### src/rtl/rs_pkg.sv
package rs_pkg;

  localparam int NUM_RAILS = 4;

  typedef enum logic [2:0] {
    ST_IDLE     = 3'd0,
    ST_ON_WAIT  = 3'd1,
    ST_RAMP_UP  = 3'd2,
    ST_ALL_ON   = 3'd3,
    ST_OFF_WAIT = 3'd4,
    ST_RAMP_DN  = 3'd5
  } seq_state_e;

  // Gap index used by a stage: going up, stage s (1..3) waits gap s-1;
  // going down, stage s (2..0) waits gap s, so the mirror reuses each gap.
  function automatic logic [1:0] gap_index(input seq_state_e st, input logic [1:0] stage);
    if (st == ST_RAMP_UP) return stage - 2'd1;
    else                  return stage;
  endfunction

  function automatic logic [NUM_RAILS-1:0] pin_level(input logic [NUM_RAILS-1:0] on,
                                                     input bit active_high);
    return active_high ? on : ~on;
  endfunction

  function automatic logic is_timed(input seq_state_e st);
    return (st == ST_ON_WAIT) || (st == ST_RAMP_UP) ||
           (st == ST_OFF_WAIT) || (st == ST_RAMP_DN);
  endfunction

endpackage

### src/rtl/rs_sync.sv
module rs_sync #(
  parameter int          W       = 1,
  parameter int          STAGES  = 2,
  parameter logic [W-1:0] RST_VAL = '0
) (
  input  logic         clk,
  input  logic         rst_n,
  input  logic [W-1:0] d,
  output logic [W-1:0] q
);
  logic [W-1:0] pipe_q [STAGES];

  generate
    for (genvar g = 0; g < STAGES; g++) begin : g_stage
      if (g == 0) begin : g_first
        always_ff @(posedge clk or negedge rst_n) begin
          if (!rst_n) pipe_q[g] <= RST_VAL;
          else        pipe_q[g] <= d;
        end
      end else begin : g_next
        always_ff @(posedge clk or negedge rst_n) begin
          if (!rst_n) pipe_q[g] <= RST_VAL;
          else        pipe_q[g] <= pipe_q[g-1];
        end
      end
    end
  endgenerate

  assign q = pipe_q[STAGES-1];
endmodule

### src/rtl/rs_delay.sv
module rs_delay #(
  parameter int W = 16
) (
  input  logic         clk,
  input  logic         rst_n,
  input  logic         load,
  input  logic         run,
  input  logic         tick,
  input  logic [W-1:0] target,
  output logic         expire
);
  logic [W-1:0] cnt_q;

  assign expire = run && tick && (cnt_q == target);

  always_ff @(posedge clk or negedge rst_n) begin
    if (!rst_n)            cnt_q <= '0;
    else if (load)         cnt_q <= '0;
    else if (run && tick)  cnt_q <= cnt_q + 1'b1;
  end

  // a freshly loaded phase starts counting from zero
  a_r4_load_restarts: assert property (@(posedge clk) disable iff (!rst_n)
    load |=> (cnt_q == '0));
endmodule

### src/rtl/rs_ctrl.sv
module rs_ctrl
  import rs_pkg::*;
#(
  parameter int DLY_W = 16
) (
  input  logic                 clk,
  input  logic                 rst_n,
  input  logic                 in_window,
  input  logic                 req_act,
  input  logic                 expire,
  input  logic [DLY_W-1:0]     dly_start,
  input  logic [DLY_W-1:0]     dly_ab,
  input  logic [DLY_W-1:0]     dly_bc,
  input  logic [DLY_W-1:0]     dly_cd,
  output logic [NUM_RAILS-1:0] rails,
  output seq_state_e           state,
  output logic [DLY_W-1:0]     target,
  output logic                 run,
  output logic                 load
);
  seq_state_e           st_q, st_d;
  logic [1:0]           stage_q, stage_d;
  logic [NUM_RAILS-1:0] rails_q, rails_d;

  // named events
  logic abort_evt, start_evt, stop_evt;
  assign abort_evt = (st_q != ST_IDLE) && !in_window;
  assign start_evt = (st_q == ST_IDLE) && in_window && req_act;
  assign stop_evt  = (st_q == ST_ALL_ON) && in_window && !req_act;

  always_comb begin
    target = '0;
    case (st_q)
      ST_ON_WAIT, ST_OFF_WAIT: target = dly_start;
      ST_RAMP_UP, ST_RAMP_DN: begin
        case (gap_index(st_q, stage_q))
          2'd0:    target = dly_ab;
          2'd1:    target = dly_bc;
          default: target = dly_cd;
        endcase
      end
      default: target = '0;
    endcase
  end

  assign run = is_timed(st_q);

  always_comb begin
    st_d    = st_q;
    stage_d = stage_q;
    rails_d = rails_q;
    if (abort_evt) begin
      st_d    = ST_IDLE;
      stage_d = '0;
      rails_d = '0;
    end else begin
      case (st_q)
        ST_IDLE: if (start_evt) st_d = ST_ON_WAIT;
        ST_ON_WAIT: if (expire) begin
          rails_d[0] = 1'b1;
          stage_d    = 2'd1;
          st_d       = ST_RAMP_UP;
        end
        ST_RAMP_UP: if (expire) begin
          rails_d[stage_q] = 1'b1;
          if (stage_q == 2'd3) st_d = ST_ALL_ON;
          else                 stage_d = stage_q + 2'd1;
        end
        ST_ALL_ON: if (stop_evt) st_d = ST_OFF_WAIT;
        ST_OFF_WAIT: if (expire) begin
          rails_d[3] = 1'b0;
          stage_d    = 2'd2;
          st_d       = ST_RAMP_DN;
        end
        ST_RAMP_DN: if (expire) begin
          rails_d[stage_q] = 1'b0;
          if (stage_q == 2'd0) st_d = ST_IDLE;
          else                 stage_d = stage_q - 2'd1;
        end
        default: begin
          st_d    = ST_IDLE;
          rails_d = '0;
          stage_d = '0;
        end
      endcase
    end
  end

  assign load = (st_d != st_q) || (stage_d != stage_q);

  always_ff @(posedge clk or negedge rst_n) begin
    if (!rst_n) begin
      st_q    <= ST_IDLE;
      stage_q <= '0;
      rails_q <= '0;
    end else begin
      st_q    <= st_d;
      stage_q <= stage_d;
      rails_q <= rails_d;
    end
  end

  assign rails = rails_q;
  assign state = st_q;

  a_r6_thermometer: assert property (@(posedge clk) disable iff (!rst_n)
    rails_q inside {4'b0000, 4'b0001, 4'b0011, 4'b0111, 4'b1111});

  a_r6_one_step: assert property (@(posedge clk) disable iff (!rst_n)
    in_window |=> ($countones(rails_q ^ $past(rails_q)) <= 1));

  a_r9_abort_all_off: assert property (@(posedge clk) disable iff (!rst_n)
    ((st_q != ST_IDLE) && !in_window) |=> ((rails_q == '0) && (st_q == ST_IDLE)));

  a_r3_hold_idle: assert property (@(posedge clk) disable iff (!rst_n)
    ((st_q == ST_IDLE) && !(in_window && req_act)) |=> (st_q == ST_IDLE));

  a_r5_done_all_on: assert property (@(posedge clk) disable iff (!rst_n)
    (st_q == ST_ALL_ON) |-> (rails_q == 4'b1111));

  a_r8_no_reentry: assert property (@(posedge clk) disable iff (!rst_n)
    (st_q inside {ST_OFF_WAIT, ST_RAMP_DN}) |=>
      (st_q inside {ST_OFF_WAIT, ST_RAMP_DN, ST_IDLE}));
endmodule

### src/rtl/rail_sequencer.sv
module rail_sequencer
  import rs_pkg::*;
#(
  parameter int DLY_W           = 16,
  parameter int SYNC_STAGES     = 2,
  parameter bit EN_ACTIVE_HIGH  = 1'b1,
  parameter bit REQ_ACTIVE_HIGH = 1'b1,
  parameter bit HAS_REQ         = 1'b1
) (
  input  logic             clk,
  input  logic             rst_n,
  input  logic             tick_i,
  input  logic             uv_ok_i,
  input  logic             ov_trip_i,
  input  logic             seq_req_i,
  input  logic [DLY_W-1:0] dly_start_i,
  input  logic [DLY_W-1:0] dly_ab_i,
  input  logic [DLY_W-1:0] dly_bc_i,
  input  logic [DLY_W-1:0] dly_cd_i,
  output logic [3:0]       rail_en_o,
  output logic             fault_o,
  output logic [2:0]       state_o,
  output logic             seq_done_o
);
  localparam logic REQ_IDLE_LVL = REQ_ACTIVE_HIGH ? 1'b0 : 1'b1;

  logic [1:0] volt_s;
  logic       in_window;
  logic       req_act;

  rs_sync #(.W(2), .STAGES(SYNC_STAGES), .RST_VAL(2'b00)) u_volt_sync (
    .clk(clk), .rst_n(rst_n), .d({ov_trip_i, uv_ok_i}), .q(volt_s)
  );

  assign in_window = volt_s[0] && !volt_s[1];
  assign fault_o   = !in_window;

  generate
    if (HAS_REQ) begin : g_req
      logic req_s;
      rs_sync #(.W(1), .STAGES(SYNC_STAGES), .RST_VAL(REQ_IDLE_LVL)) u_req_sync (
        .clk(clk), .rst_n(rst_n), .d(seq_req_i), .q(req_s)
      );
      assign req_act = REQ_ACTIVE_HIGH ? req_s : !req_s;
    end else begin : g_noreq
      logic unused_req;
      assign unused_req = seq_req_i;
      assign req_act    = 1'b1;
    end
  endgenerate

  logic [NUM_RAILS-1:0] rails;
  seq_state_e           state;
  logic [DLY_W-1:0]     target;
  logic                 run, load, expire;

  rs_ctrl #(.DLY_W(DLY_W)) u_ctrl (
    .clk(clk), .rst_n(rst_n), .in_window(in_window), .req_act(req_act),
    .expire(expire), .dly_start(dly_start_i), .dly_ab(dly_ab_i),
    .dly_bc(dly_bc_i), .dly_cd(dly_cd_i), .rails(rails), .state(state),
    .target(target), .run(run), .load(load)
  );

  rs_delay #(.W(DLY_W)) u_delay (
    .clk(clk), .rst_n(rst_n), .load(load), .run(run), .tick(tick_i),
    .target(target), .expire(expire)
  );

  assign rail_en_o  = pin_level(rails, EN_ACTIVE_HIGH);
  assign state_o    = state;
  assign seq_done_o = (state == ST_ALL_ON);

  // every expiry must be consumed by a phase change in the controller
  a_r4_expiry_consumed: assert property (@(posedge clk) disable iff (!rst_n)
    expire |-> load);

  // without a request input, the all-on state is left only through a fault
  a_r11_hold_on: assert property (@(posedge clk) disable iff (!rst_n)
    (!HAS_REQ && state == ST_ALL_ON && in_window) |=> (state == ST_ALL_ON));
endmodule

### config.mk
export PLATFORM = sky130hd
export DESIGN_NAME = rail_sequencer
export DESIGN_NICKNAME = d
export VERILOG_FILES = /design/src/rtl/rs_pkg.sv /design/src/rtl/rs_sync.sv /design/src/rtl/rs_delay.sv /design/src/rtl/rs_ctrl.sv /design/src/rtl/rail_sequencer.sv
export SDC_FILE = /design/constraint.sdc
export NUM_CORES = 1
export LEC_CHECK = 0
export BUFFER_PORTS_ARGS = -buffer_cell sky130_fd_sc_hd__buf_4
export CELL_PAD_IN_SITES_DETAIL_PLACEMENT = 1
export CELL_PAD_IN_SITES_GLOBAL_PLACEMENT = 2
export CORE_MARGIN = 2
export CORE_UTILIZATION = 29
export CTS_CLUSTER_SIZE = 10
export DETAILED_ROUTE_END_ITERATION = 10
export GPL_TIMING_DRIVEN = 0
export PLACE_DENSITY = 0.88
export REMOVE_ABC_BUFFERS = 1
export SLEW_MARGIN = 5
export SYNTH_ARGS = -nofsm -noshare
export SYNTH_HDL_FRONTEND = slang
export SYNTH_HIERARCHICAL = 1
export SYNTH_SLANG_ARGS = --single-unit
### constraint.sdc
create_clock -name clk -period 5 [get_ports clk]
set_clock_uncertainty 0.1 [all_clocks]
set_input_delay 1.5 -clock clk [delete_from_list [all_inputs] [get_ports clk]]
set_output_delay 1.5 -clock clk [all_outputs]
set_load 0.01 [all_outputs]
==> flow_summary.ini <==
[worst_setup_path]
critPathMaxFanout = 16
cp-start-kind = flop
crit_chain = inv_1 > ha_1 > nand3_2 > o21ai_4 > a222oi_1 > nand2_1 > xor2_1 > nor4_1 > nand4_1 > nor3_4 > nor2b_1 > a21o_1 > a21oi_1 > nand2b_1 > nand4b_1 > buf_12 > a21oi_1
critPathKind = reg -> reg
crit_slowest_cell = dfrtp_1
cpMostUsedCell = a21oi_1
endpoint_kind = flop
r2r_start = u_ctrl/stage_q[1]$_DFF_PN0_
cp.required_ns = 5.06
critPathLaunch = u_ctrl/stage_q[1]$_DFF_PN0_
crit_family = simple AND/OR/NAND/NOR gates
worstPathArrival_ns = 4.58
max_stage_delay_ns = 0.54
path_buf_inv = 2

[synthesis]
synth_edf_count = 0
synth_area_per_cell_um2 = 8.60
yosys.area.top_type_share_pct = 31.6
yosysWarningCount = 6
ys_types = 51
yosys.area.top_type = dfrtp_1
synth_seq_cells = 31
yosys-top-cells-count = nand2_1, dfrtp_1, xor2_1
synth_most_common_cell = nand2_1
async_reset_ff_share_pct = 100
synthesis.instances = 285
synthTopCellsByArea = dfrtp_1, xor2_1, nand2_1
syn_area_um2 = 2450
ys.flop_type = dfrtp_1
seq_area_frac_synth_pct = 31.6

[min_path]
hp-start = g_req.u_req_sync/pipe_q[1]$_DFF_PN0_
hp-class = reg -> reg

[sta]
finalWorstSetupSlack_ns = 0.485
timing.final.crit_share_pct = 90.3
maxSlewHeadroom_pct = 52.3
worstMarginPinSlew_ns = 0.715
hold_violations = 0
period_needed_ns = 4.52
rsz0062_at_grt = false
fin_hold_ws_ns = 0.247
slew_viol_final = 0
setup_viol = 0
fmax_ghz = 0.221
finalSetupTns_ns = 0

[floorplanning]
fp.dieH_um = 96.0
die_w_um = 96.0
ioPinCount = 79
fp-row-count = 33
initial_core_util_pct = 29.8
die_area_um2 = 9210
core_um2 = 8220

[grt]
antenna_found_initial = 0
grt_first_pass_wirelength_um = 11800
overflow = 0
grt_max_degree = 32
grt_usage_pct = 16.4
grt_pass1_vias = 2355

[clock_tree]
cts_tree = yes
h-tree-depth = 2
clkTransAtPathRegs_ns = 0.07
insertion_delay_ns = 0.29
cts_root_buf = clkbuf_8
clock_path_buffers = 2
cts.sinks = 31
numCtsBuffers = 5

[cells_and_area]
antenna_cells = 0
area.growth.synth_to_final_pct = 29.9
fin_cells = 461
drive_gt1_share_pct = 29.2
final_util_pct = 38.8
fin_nets = 432

[place]
portBuffers = 78
post-dp-hpwl_um = 5730
dp.cells = 452
dp_slack_ns = -0.517
gp_congestion = 0.787

[detailed_routing]
routedWlPerCell_um = 16.5
vias = 2457
ant_nets = 0
routed_via_density = 5.33
drtIter0Drc = 123
wirelength_um = 7590
drt_pass1_iterations = 7
drcViolationCount = 0

[power]
power.density_nw_per_um2 = 265
power.leakage_nw = 1.50
peakVddDrop_mv = 0.142

[run]
cap_violations = 0

[outcome]
outcome = finished, final reports clean
## path summary, 6_finish.rpt
| check | end | slack, ns | cells past startpoint |
|---|---|---|---|
| setup / recovery | u_delay/cnt_q[14]$_DFFE_PN0P_ | 0.48 | 17 |
| hold / removal | g_req.u_req_sync/q$_DFF_PN0_ | 0.25 | 0 |
| setup reg to reg | u_delay/cnt_q[14]$_DFFE_PN0P_ | 0.48 | 17 |
| hold reg to reg | g_req.u_req_sync/q$_DFF_PN0_ | 0.25 | 0 |
| max in group asynchronous | u_delay/cnt_q[0]$_DFFE_PN0P_ | 3.46 | 1 |
| min in group asynchronous | u_volt_sync/pipe_q[3]$_DFF_PN0_ | 1.03 | 1 |
## cell usage in the layout, fill, tap and decap left out, types with 3 or more instances in the layout
cell	count
buf_4	78
nand2_1	46
dfrtp_1	31
xor2_1	23
nor2_1	20
a222oi_1	16
a21oi_1	15
nand4_1	10
nor2b_1	8
nand2b_1	7
inv_1	7
xnor2_1	7
ha_1	7
nor4_1	6
clkbuf_8	5
o21ai_0	4
a31oi_1	4
nand3_1	4
nor3_1	4
o31ai_1	4
or4_1	4
clkinv_2	3
o211ai_1	3
o22ai_1	3
## registers in the layout, indices dropped and copies added (netlist names)
| register | flops |
|---|---|
| u_volt_sync/q | 2 |
| u_ctrl/state | 3 |
| g_req.u_req_sync/pipe_q | 1 |
| g_req.u_req_sync/q | 1 |
| u_volt_sync/pipe_q | 2 |
| u_ctrl/rails | 4 |
| u_delay/cnt_q | 16 |
| u_ctrl/stage_q | 2 |
## power breakdown
group / internal (mW) / leakage (nW) / total [mW] / switching (mW)
combinational: 0.151 / 1.04 / 0.340 / 0.189
clock: 0.0952 / 0.0477 / 0.196 / 0.100
sequential: 0.267 / 0.416 / 0.308 / 0.0410
## repair_timing
item / CTS / global route
resized for setup: 3 / 0
buffers inserted: 0 / 1
hold endpoints to repair: 0 / 0
hold buffers: 0 / 0
endpoints found under the setup margin: 16 / 16
pin swaps: 0 / 0
gates cloned: 0 / 0
## kinds of logic (layout without fill, tap and decap cells)
| family | Yosys count | after routing | share of synthesized area, % |
|---|---|---|---|
| xor+xnor | 30 | 30 | 10.7 |
| fa+ha+maj | 7 | 7 | 3.57 |
| mux | 2 | 2 | 0.816 |
| flops | 31 | 31 | 31.6 |
| compound gates | 64 | 64 | 19.9 |
| buf+inv | 25 | 96 | 5.71 |
| simple gates | 126 | 126 | 27.7 |
## per-layer routing
| metal | global-route usage [%] | share of wire, % | vias up |
|---|---|---|---|
| met4 | 4.17 | 0.92 | 0 |
| met3 | 2.35 | 4.0 | 6 |
| met2 | 27.4 | 49 | 49 |
| met5 | 0 | 0 | - |
| li1 | - | - | 1187 |
| met1 | 22.4 | 46 | 1215 |
## per-stage QoR
step | power, mW | area [µm²]
after CTS | 0.839 | 3170
after global placement | 0.627 | 3060
after detailed placement | 0.633 | 3060
after floorplan | 0.503 | 2350
after global routing | 0.903 | 3190
final | 0.843 | 3190
## layout make-up
type                       instances  area [µm²]
clock buffer                       5        68.8
clock inverter                     3        15.0
fill                            1004        5030
inverter                           9        33.8
multi-input combinational        229        1560
sequential                        31         776
tap                              105         131
timing repair buffer              79         606
Power figures use the tool's default switching activity.
